File: src/rtl/dmach_pkg.sv
package dmach_pkg;
    localparam int DMACH_FIFO_DEPTH = 8;

    typedef struct packed {
        logic en;
        logic susp;
    } dmach_ctl_t;
endpackage

File: src/rtl/dmach_fifo.sv
module dmach_fifo #(
    parameter int WIDTH = 16,
    parameter int DEPTH = 8
) (
    input  logic             clk,
    input  logic             rst_n,
    input  logic             flush,
    input  logic             push,
    input  logic [WIDTH-1:0] wdata,
    input  logic             pop,
    output logic [WIDTH-1:0] rdata,
    output logic             full,
    output logic             empty
);
    localparam int PTR_W = (DEPTH > 1) ? $clog2(DEPTH) : 1;
    localparam int CNT_W = $clog2(DEPTH + 1);
    localparam logic [PTR_W-1:0] LAST = PTR_W'(DEPTH - 1);

    typedef struct packed {
        logic [PTR_W-1:0] wp;
        logic [PTR_W-1:0] rp;
        logic [CNT_W-1:0] cnt;
    } fifo_st_t;

    fifo_st_t q, d;
    logic [PTR_W-1:0] wp_inc, rp_inc;
    logic [WIDTH-1:0] mem [DEPTH];

    // pointer wrap: free-running for power-of-two depth, compare otherwise
    generate
        if (DEPTH == (1 << PTR_W)) begin : g_pow2
            assign wp_inc = q.wp + PTR_W'(1);
            assign rp_inc = q.rp + PTR_W'(1);
        end else begin : g_cmp
            assign wp_inc = (q.wp == LAST) ? '0 : q.wp + PTR_W'(1);
            assign rp_inc = (q.rp == LAST) ? '0 : q.rp + PTR_W'(1);
        end
    endgenerate

    always_comb begin
        d = q;
        if (flush) begin
            d = '0;
        end else begin
            if (push) d.wp = wp_inc;
            if (pop)  d.rp = rp_inc;
            case ({push, pop})
                2'b10:   d.cnt = q.cnt + CNT_W'(1);
                2'b01:   d.cnt = q.cnt - CNT_W'(1);
                default: d.cnt = q.cnt;
            endcase
        end
    end

    always_ff @(posedge clk or negedge rst_n) begin
        if (!rst_n) q <= '0;
        else        q <= d;
    end

    always_ff @(posedge clk) begin
        if (push && !flush) mem[q.wp] <= wdata;
    end

    assign rdata = mem[q.rp];
    assign full  = (q.cnt == CNT_W'(DEPTH));
    assign empty = (q.cnt == '0);
endmodule

File: src/rtl/dmach_ctrl.sv
module dmach_ctrl
    import dmach_pkg::*;
(
    input  logic       clk,
    input  logic       rst_n,
    input  logic       reg_wr,
    input  dmach_ctl_t reg_wdata,
    input  logic       cfg_ok,
    input  logic       xfer_done,
    output dmach_ctl_t ctl,
    output logic       start,
    output logic       flush
);
    dmach_ctl_t q, d;

    assign start = reg_wr && reg_wdata.en && !q.en && cfg_ok;
    assign flush = reg_wr && !reg_wdata.en && q.en;

    always_comb begin
        d = q;
        if (xfer_done) d.en = 1'b0;
        if (reg_wr) begin
            d.susp = reg_wdata.susp;
            d.en   = start || (reg_wdata.en && q.en && !xfer_done);
        end
    end

    always_ff @(posedge clk or negedge rst_n) begin
        if (!rst_n) q <= '0;
        else        q <= d;
    end

    assign ctl = q;
endmodule

File: src/rtl/dmach_src.sv
module dmach_src #(
    parameter int ADDR_W = 16,
    parameter int LEN_W  = 8,
    parameter int CNT_W  = 8
) (
    input  logic              clk,
    input  logic              rst_n,
    input  logic              start,
    input  logic [ADDR_W-1:0] cfg_addr,
    input  logic [LEN_W-1:0]  cfg_len,
    input  logic [CNT_W-1:0]  cfg_cnt,
    input  logic              cfg_reload,
    input  logic              active,
    input  logic              fifo_full,
    input  logic              rd_ready,
    output logic              rd_valid,
    output logic [ADDR_W-1:0] rd_addr,
    output logic              rd_fire
);
    typedef struct packed {
        logic [ADDR_W-1:0] base;
        logic [ADDR_W-1:0] addr;
        logic [LEN_W-1:0]  len;
        logic [CNT_W-1:0]  cnt;
        logic [LEN_W-1:0]  item;
        logic [CNT_W-1:0]  blk;
        logic              reload;
    } src_st_t;

    src_st_t q, d;
    logic    blk_last;

    assign rd_valid = active && !fifo_full && (q.blk != q.cnt);
    assign rd_fire  = rd_valid && rd_ready;
    assign blk_last = (q.item == q.len - LEN_W'(1));

    always_comb begin
        d = q;
        if (start) begin
            d.base   = cfg_addr;
            d.addr   = cfg_addr;
            d.len    = cfg_len;
            d.cnt    = cfg_cnt;
            d.reload = cfg_reload;
            d.item   = '0;
            d.blk    = '0;
        end else if (rd_fire) begin
            if (blk_last) begin
                d.item = '0;
                d.blk  = q.blk + CNT_W'(1);
                d.addr = q.reload ? q.base : q.addr + ADDR_W'(1);
            end else begin
                d.item = q.item + LEN_W'(1);
                d.addr = q.addr + ADDR_W'(1);
            end
        end
    end

    always_ff @(posedge clk or negedge rst_n) begin
        if (!rst_n) q <= '0;
        else        q <= d;
    end

    assign rd_addr = q.addr;
endmodule

File: src/rtl/dmach_dst.sv
module dmach_dst #(
    parameter int ADDR_W = 16,
    parameter int LEN_W  = 8,
    parameter int CNT_W  = 8
) (
    input  logic              clk,
    input  logic              rst_n,
    input  logic              start,
    input  logic [ADDR_W-1:0] cfg_addr,
    input  logic [LEN_W-1:0]  cfg_len,
    input  logic [CNT_W-1:0]  cfg_cnt,
    input  logic              enabled,
    input  logic              fifo_empty,
    input  logic              wr_ready,
    output logic              wr_valid,
    output logic [ADDR_W-1:0] wr_addr,
    output logic              wr_fire,
    output logic              xfer_done,
    output logic              irq_block,
    output logic              irq_xfer
);
    typedef struct packed {
        logic [ADDR_W-1:0] addr;
        logic [LEN_W-1:0]  len;
        logic [CNT_W-1:0]  cnt;
        logic [LEN_W-1:0]  item;
        logic [CNT_W-1:0]  blk;
        logic              irq_blk;
        logic              irq_all;
    } dst_st_t;

    dst_st_t q, d;
    logic    item_last, blk_final;

    assign wr_valid  = enabled && !fifo_empty;
    assign wr_fire   = wr_valid && wr_ready;
    assign item_last = (q.item == q.len - LEN_W'(1));
    assign blk_final = (q.blk == q.cnt - CNT_W'(1));
    assign xfer_done = wr_fire && item_last && blk_final;

    always_comb begin
        d         = q;
        d.irq_blk = wr_fire && item_last;
        d.irq_all = xfer_done;
        if (start) begin
            d.addr = cfg_addr;
            d.len  = cfg_len;
            d.cnt  = cfg_cnt;
            d.item = '0;
            d.blk  = '0;
        end else if (wr_fire) begin
            d.addr = q.addr + ADDR_W'(1);
            if (item_last) begin
                d.item = '0;
                d.blk  = q.blk + CNT_W'(1);
            end else begin
                d.item = q.item + LEN_W'(1);
            end
        end
    end

    always_ff @(posedge clk or negedge rst_n) begin
        if (!rst_n) q <= '0;
        else        q <= d;
    end

    assign wr_addr   = q.addr;
    assign irq_block = q.irq_blk;
    assign irq_xfer  = q.irq_all;
endmodule

File: src/rtl/dmach_top.sv
module dmach_top
    import dmach_pkg::*;
#(
    parameter int ADDR_W     = 16,
    parameter int DATA_W     = 16,
    parameter int LEN_W      = 8,
    parameter int CNT_W      = 8,
    parameter int FIFO_DEPTH = DMACH_FIFO_DEPTH
) (
    input  logic              clk,
    input  logic              rst_n,
    input  logic              reg_wr,
    input  logic              reg_wen,
    input  logic              reg_wsusp,
    input  logic [ADDR_W-1:0] cfg_src_addr,
    input  logic [ADDR_W-1:0] cfg_dst_addr,
    input  logic [LEN_W-1:0]  cfg_blk_len,
    input  logic [CNT_W-1:0]  cfg_blk_cnt,
    input  logic              cfg_src_reload,
    output logic              stat_en,
    output logic              stat_susp,
    output logic              stat_fifo_empty,
    output logic              src_rd_valid,
    output logic [ADDR_W-1:0] src_rd_addr,
    input  logic              src_rd_ready,
    input  logic [DATA_W-1:0] src_rd_data,
    output logic              dst_wr_valid,
    output logic [ADDR_W-1:0] dst_wr_addr,
    output logic [DATA_W-1:0] dst_wr_data,
    input  logic              dst_wr_ready,
    output logic              irq_block,
    output logic              irq_xfer
);
    dmach_ctl_t wdata, ctl;
    logic start, flush, cfg_ok, xfer_done;
    logic push, pop, fifo_full, fifo_empty;

    assign wdata.en   = reg_wen;
    assign wdata.susp = reg_wsusp;
    assign cfg_ok     = (cfg_blk_len != '0) && (cfg_blk_cnt != '0);

    dmach_ctrl u_ctrl (
        .clk       (clk),
        .rst_n     (rst_n),
        .reg_wr    (reg_wr),
        .reg_wdata (wdata),
        .cfg_ok    (cfg_ok),
        .xfer_done (xfer_done),
        .ctl       (ctl),
        .start     (start),
        .flush     (flush)
    );

    dmach_src #(.ADDR_W(ADDR_W), .LEN_W(LEN_W), .CNT_W(CNT_W)) u_src (
        .clk        (clk),
        .rst_n      (rst_n),
        .start      (start),
        .cfg_addr   (cfg_src_addr),
        .cfg_len    (cfg_blk_len),
        .cfg_cnt    (cfg_blk_cnt),
        .cfg_reload (cfg_src_reload),
        .active     (ctl.en && !ctl.susp),
        .fifo_full  (fifo_full),
        .rd_ready   (src_rd_ready),
        .rd_valid   (src_rd_valid),
        .rd_addr    (src_rd_addr),
        .rd_fire    (push)
    );

    dmach_fifo #(.WIDTH(DATA_W), .DEPTH(FIFO_DEPTH)) u_fifo (
        .clk   (clk),
        .rst_n (rst_n),
        .flush (flush),
        .push  (push),
        .wdata (src_rd_data),
        .pop   (pop),
        .rdata (dst_wr_data),
        .full  (fifo_full),
        .empty (fifo_empty)
    );

    dmach_dst #(.ADDR_W(ADDR_W), .LEN_W(LEN_W), .CNT_W(CNT_W)) u_dst (
        .clk        (clk),
        .rst_n      (rst_n),
        .start      (start),
        .cfg_addr   (cfg_dst_addr),
        .cfg_len    (cfg_blk_len),
        .cfg_cnt    (cfg_blk_cnt),
        .enabled    (ctl.en),
        .fifo_empty (fifo_empty),
        .wr_ready   (dst_wr_ready),
        .wr_valid   (dst_wr_valid),
        .wr_addr    (dst_wr_addr),
        .wr_fire    (pop),
        .xfer_done  (xfer_done),
        .irq_block  (irq_block),
        .irq_xfer   (irq_xfer)
    );

    assign stat_en         = ctl.en;
    assign stat_susp       = ctl.susp;
    assign stat_fifo_empty = fifo_empty;
endmodule

File: config.mk
export PLATFORM = sky130hd
export DESIGN_NAME = dmach_top
export DESIGN_NICKNAME = d
export VERILOG_FILES = /design/src/rtl/dmach_pkg.sv /design/src/rtl/dmach_fifo.sv /design/src/rtl/dmach_ctrl.sv /design/src/rtl/dmach_src.sv /design/src/rtl/dmach_dst.sv /design/src/rtl/dmach_top.sv
export SDC_FILE = /design/constraint.sdc
export NUM_CORES = 1
export LEC_CHECK = 0
export ABC_AREA = 1
export BUFFER_PORTS_ARGS = -buffer_cell sky130_fd_sc_hd__buf_4
export CORE_AREA = 2 2 223 115
export CTS_BUF_LIST = sky130_fd_sc_hd__clkbuf_16
export CTS_CLUSTER_DIAMETER = 40
export DETAILED_ROUTE_END_ITERATION = 10
export DIE_AREA = 0 0 225 117
export HOLD_SLACK_MARGIN = 0.15
export PLACE_DENSITY = 0.8
export SLEW_MARGIN = 20
export SYNTH_ARGS = -nofsm -noshare
export SYNTH_HDL_FRONTEND = slang
export SYNTH_SLANG_ARGS = --single-unit
export TNS_END_PERCENT = 50
File: constraint.sdc
create_clock -name clk -period 2.55 [get_ports clk]
set_input_delay 0.3825 -clock clk [delete_from_list [all_inputs] [get_ports clk]]
set_output_delay 0.3825 -clock clk [all_outputs]
set_load 0.02 [all_outputs]
* After elaboration in Yosys (flattened, before gate mapping)
Memory sizes are Yosys's and may differ from the RTL's.
Cells that the tools add are included.
** Word-level totals
- Bits in registers :: 111
- RAM bits :: 128
- Output and inout port bits :: 55
- Word-level logic and storage cells :: 97
- Memories kept :: 1
** Operators by class
- Add/subtract/negate cells :: 12
- Equal/unequal tests :: 7
- Muxes and demuxes :: 22
- Reductions and logical operators :: 38
** Memory list
- u_fifo.mem :: depth 8, bits a word 16, rd ports 1, clocked after Yosys merged registers in 0, wr ports 1, RTL line dmach_fifo.sv:27 : logic [WIDTH-1:0] mem [DEPTH];
** Operators with widths (count)
- 2-to-1 mux 16 bit :: 10
- adder 16 x 1 -> 16 bit (second input constant) :: 2
- adder 8 x 1 -> 8 bit (second input constant) :: 4
- 2-to-1 mux 8 bit :: 4
- == test 8 bit :: 3
- logical AND 1 bit :: 17
- nonzero test 8 bit :: 2
- subtractor 8 x 1 -> 8 bit (second input constant) :: 2
- nonzero test 2 bit :: 7
- 2-to-1 mux 10 bit :: 1
- inequality test 8 bit :: 1
- one-hot mux 4 bit (2 select lines) :: 1
- zero test 1 bit :: 7
- adder 3 x 1 -> 3 bit (second input constant) :: 2
- 2-to-1 mux 3 bit :: 2
- adder 4 x 1 -> 4 bit (second input constant) :: 1
- == test 4 bit (second input constant) :: 1
- zero test 4 bit :: 1
- AND reduction 2 bit :: 2
- subtractor 4 x 1 -> 4 bit (second input constant) :: 1
- 2-to-1 mux 1 bit :: 3
- nonzero test 3 bit :: 1
- == test 2 x 1 -> 1 bit (second input constant) :: 1
- == test 2 bit (second input constant) :: 1
- other kinds (2) :: 2

* Logic depth before layout (Yosys ltp)
- Word-level depth :: 10
- Gate-level depth with buffers :: 15
- Gate-level depth less buffers :: 15

* By module
From an unflattened synthesis, not the netlist that was laid out.
** Unflattened totals
- Cells, all modules :: 1572
- Area total of the unflattened synthesis :: 13257.7 sq um
** Modules (own cells, without submodules)
- dmach_fifo :: times used 1, cells an instance 515, area each 5786.8 sq um, sequential area each 4093.9 sq um
- dmach_src :: times used 1, cells an instance 613, area each 4232.8 sq um, sequential area each 1626.6 sq um
- dmach_dst :: times used 1, cells an instance 409, area each 3062.9 sq um, sequential area each 1251.2 sq um
- dmach_ctrl :: times used 1, cells an instance 18, area each 111.4 sq um, sequential area each 50.0 sq um
- dmach_top :: times used 1, cells an instance 17, area each 63.8 sq um, sequential area each 0.0 sq um

* Worst setup path before layout
No wires, ideal clock.
- Kind :: register to register
- From :: register u_ctrl.q (netlist bit u_ctrl.ctl[1])
- To :: memory u_fifo.mem[6][0] (enable)
- Arrival time :: 2.474 ns
- Data required time :: 2.141 ns
- Path slack :: -0.334 ns
- Cell stages (with the launch flop) :: 7
- Path through :: dfrtp_1 -> inv_1 -> a311oi_1 -> nand3_1 -> nor2_1 -> nand2_1 -> nor3_1
** On the way
- Cells in the longest elaborated chain, start to end :: 7
- Elaborated cells on any way between the ends :: 9
** Ends and longest elaborated chain
- start, declared :: RTL line dmach_ctrl.sv:14 : dmach_ctl_t q, d;
- start signal, assigned :: RTL line dmach_ctrl.sv:29 : if (!rst_n) q <= '0;
- start signal, assigned :: RTL line dmach_ctrl.sv:30 : else q <= d;
- logical AND 1 bit :: RTL line dmach_top.sv:62 : .active (ctl.en && !ctl.susp),
- logical AND 1 bit (2 in a row) :: RTL line dmach_src.sv:33 : assign rd_valid = active && !fifo_full && (q.blk != q.cnt);
- logical AND 1 bit :: RTL line dmach_src.sv:34 : assign rd_fire = rd_valid && rd_ready;
- logical AND 1 bit (*) :: RTL line dmach_fifo.sv:61 : if (push && !flush) mem[q.wp] <= wdata;
- 2-to-1 mux 1 bit (*) :: RTL line dmach_fifo.sv:61
- 2-to-1 mux 1 bit (implied by the code) (*) :: RTL line dmach_fifo.sv:61
- end, declared :: RTL line dmach_fifo.sv:27
Every way passes the cells marked *; elsewhere a longest branch is shown, timed or not.

* Worst setup path in the final report
- From :: register u_fifo.q[4] in the netlist's numbering
- To :: output port dst_wr_data[11]
** On the way
- Cells in the longest elaborated chain, start to end :: 1
** Ends and longest elaborated chain
- start, declared :: RTL line dmach_fifo.sv:25 : fifo_st_t q, d;
- start signal, assigned :: RTL line dmach_fifo.sv:56 : if (!rst_n) q <= '0;
- start signal, assigned :: RTL line dmach_fifo.sv:57 : else q <= d;
- memory read (8 x 16 bit)
- end, declared :: RTL line dmach_top.sv:29 : output logic [DATA_W-1:0] dst_wr_data,
Every way passes these cells.

==> qor.yml <==
power_and_ir_drop:
  worst_supply_voltage_drop_on_vdd_v: 0.0005410
  p_leak_nw: 6.595
  powerDensity_nw_per_um2: 1038
  power_mw: 15.58
synthesis:
  ys_seq_area_share_pct: 53.85
  post-synth-top-count-cell: "sky130_fd_sc_hd__nand2_1"
  netlist_top_cells_count: "328 x sky130_fd_sc_hd__nand2_1, 199 x sky130_fd_sc_hd__nor2_1, 128 x sky130_fd_sc_hd__edfxtp_1"
  synth_area_um2: 12300
  syn_nets: 1472
  ys_ff_latch: 239
  synth.top_cells.by_area: "sky130_fd_sc_hd__edfxtp_1 31%, sky130_fd_sc_hd__dfrtp_1 23%, sky130_fd_sc_hd__nand2_1 10%"
  post-synth-top-area-fraction_pct: 31.26
  postSynthAreaPerCell_um2: 8.866
  synth_top_flop_cell: "sky130_fd_sc_hd__edfxtp_1"
  yosys_warnings: 0
  synth-edff-count: 128
  postSynth.asyncResetShare_pct: 46.44
  post_synth_inst_count: 1387
  netlist.top_cell.by_area: "sky130_fd_sc_hd__edfxtp_1"
  yosys.cell_types.count: 48
timing:
  timing_worst_slew_pin_value_ns: 0.6523
  maxSlewHeadroom_pct: 56.51
  finalSetupViolCount: 0
  final_hold_viol_count: 0
  final_number_of_max_transition_violations: 0
  setup_total_negative_slack_ns: 0
  post-route-period-util_pct: 95.38
  worst_clock_skew_ns: 0.01768
  final_critical_period_ns: 2.432
  clock.fmax_ghz: 0.4111
routing:
  drtAntennaViolNets: 0
  dr.first_iter.drc_count: 1041
  drt_first_pass_iters: 6
  vias: 10300
  postRouteWirelength_um: 31420
  routed_wire_length_per_instance_um: 16.59
  drc: 0
  avg_vias_per_cell: 5.439
clocking:
  clk_latency_ns: 0.54
  ctsRootBufferMaster: "sky130_fd_sc_hd__clkbuf_16"
  ctsHtreeMaxLevel: 1
  post_cts.repair.setup_buffers: 0
  cts.reportedPaths.clkPinSlew_ns: 0.06
  clock_tree_from_tritoncts: "yes"
  clock_sinks: 239
  clock_tree.buffer_depth: 3
  cts_buf_count: 26
placement:
  buffer_ports.inserted: 126
  detailed_place_hpwl_um: 21190
  finalWeightedCongestion: 0.9283
  dpl-instance-area_um2: 13470
floorplan:
  initial_utilization_pct: 50.04
  fp-row-count: 41
  floorplan.io_pins: 127
  die-width_um: 225
  floorplan.die.height_um: 117
  core_area_um2: 24570
  die_ar_um2: 26330
global_routing:
  grt_start_max_net_pins: 112
  grt_first_pass_wirelength_um: 49580
  grt.total_usage_pct: 23.67
  first_global_vias: 9255
  grt_overflow: 0
  grt_antenna_before_repair: 0
layout:
  final_util_pct: 61.07
  fill_cells: 1968
  nets: 1637
  drive_gt1_share_pct: 16.92
  multi_input_area_um2: 4862
  finalInstanceArea_um2: 15010
  antenna_cells: 0
  register_area_um2: 6623
  area.growth.synth_to_final_pct: 22.04
min_path:
  holdPathEnd: "u_src.q[31]"
  path_category_of_the_worst_min_delay_check: "primary input to flop"
  hold_path.startpoint: "cfg_blk_len[6]"
  whs_path_depth: 3
critical_path:
  worst_setup_path_start_kind: "flop"
  worstRegToRegCells: 12
  regToRegStartpoint: "u_fifo.q[0]"
  worst_r2r_endpoint: "u_fifo.q[3]"
  highest_fanout_seen_on_the_critical_path: 65
  cp.arrival_ns: 2.05
  endpoint_class_of_the_critical_path: "primary output"
  timing.critical_path.required_ns: 2.17
  regToRegSetupSlack_ns: 0.19
  crit_path_start: "u_fifo.q[4]"
  timing_worst_setup_path_type: "flop to primary output"
run:
  drv_cap: 0
run_status:
  outcome: "complete, no violations"
cell usage in the layout, fill, tap and decap left out, types with 10 or more instances in the layout:
cell type / instances
sky130_fd_sc_hd__clkbuf_16: 27
sky130_fd_sc_hd__nand2_2: 15
sky130_fd_sc_hd__edfxtp_1: 128
sky130_fd_sc_hd__nor2_1: 199
sky130_fd_sc_hd__a31oi_1: 16
sky130_fd_sc_hd__a21oi_1: 34
sky130_fd_sc_hd__xnor2_1: 19
sky130_fd_sc_hd__buf_4: 154
sky130_fd_sc_hd__nand2_1: 327
sky130_fd_sc_hd__ha_1: 11
sky130_fd_sc_hd__nand3_1: 72
sky130_fd_sc_hd__xor2_1: 40
sky130_fd_sc_hd__o21ai_0: 106
sky130_fd_sc_hd__inv_1: 84
sky130_fd_sc_hd__nand4_1: 34
sky130_fd_sc_hd__o22ai_1: 17
sky130_fd_sc_hd__a21oi_2: 10
sky130_fd_sc_hd__dlygate4sd3_1: 63
sky130_fd_sc_hd__dfrtp_1: 110
where the power goes:
part / internal [mW] / switching, mW
sequential: 4.65 / 0.697
clock: 2.17 / 1.67
combinational: 2.41 / 3.98
total: 9.23 / 6.35
sequential cells by signal (all words and copies together), names as in the netlist:
name and count:
u_dst.wr_addr 16, u_dst.irq_xfer 1, u_ctrl.ctl 2, u_fifo.q 10
u_dst.irq_block 1, u_src.rd_addr 16, u_src.q 49, u_dst.q 16
u_fifo.mem 128
per-stage QoR:
step           hold WS (ns)  instances  setup WS, ns
6_report             0.1737       1894        0.1177
3_5_place_dp         0.4681       1783        0.1946
3_3_place_gp         0.4658       1783        0.2390
2_1_floorplan       0.08691       1387       -0.3215
4_1_cts              0.1538       1894       0.05546
5_1_grt              0.1769       1894    -0.0001175
critical path: stages, from the launching register on:
cell	delay [ns]
sky130_fd_sc_hd__dfrtp_2	0.40
sky130_fd_sc_hd__buf_12	0.27
sky130_fd_sc_hd__o21ai_0	0.17
sky130_fd_sc_hd__o22ai_1	0.18
sky130_fd_sc_hd__nor2_1	0.05
sky130_fd_sc_hd__a31oi_1	0.22
sky130_fd_sc_hd__buf_4	0.19
how the worst max path moves through the flow:
stage	slack, ns	to
2_1_floorplan	-0.32	u_fifo.mem[7][0]
3_3_place_gp	0.24	u_src.q[4]
3_5_place_dp	0.19	u_src.q[8]
4_1_cts	0.06	dst_wr_data[10]
5_1_grt	-0.0001	u_src.q[4]
6_report	0.12	dst_wr_data[11]
final cells by class:
type,instances,area share [%]
flip-flops and latches,239,44.13
multi-input cells,968,32.40
repair buffers,223,12.59
clock buffers,27,4.502
well taps,322,2.685
inverters,94,2.376
clock inverters,21,1.317
per-layer routing:
layer  GRT usage, %  part of all wire (%)  wire (µm)  vias to the layer above
met5              0                     0          0                        -
met4          4.327                   1.6        500                        0
met3          4.768                   8.8       2765                       51
met2          33.79                    41      12820                      422
met1          37.29                    49      15340                     4882
li1               -                     -          -                     4947
cells by family (layout without fill, tap and decap cells):
kind of cell    after synthesis  after routing  share of synthesized area (%)
simple gates                689            689                          24.24
flops                       239            239                          53.85
compound gates              206            206                          9.473
buf+inv                     180            365                          6.766
xor+xnor                     59             59                          4.202
fa+ha+maj                    13             13                          1.384
mux                           1              1                        0.09157
repair_timing:
item	CTS	global route
hold buffers	63	0
gates resized for setup	1	9
endpoints found under the hold margin	294	0
pin swaps	0	1
setup endpoints to repair	2	16
No activity file was read; power rests on OpenSTA's default activity.
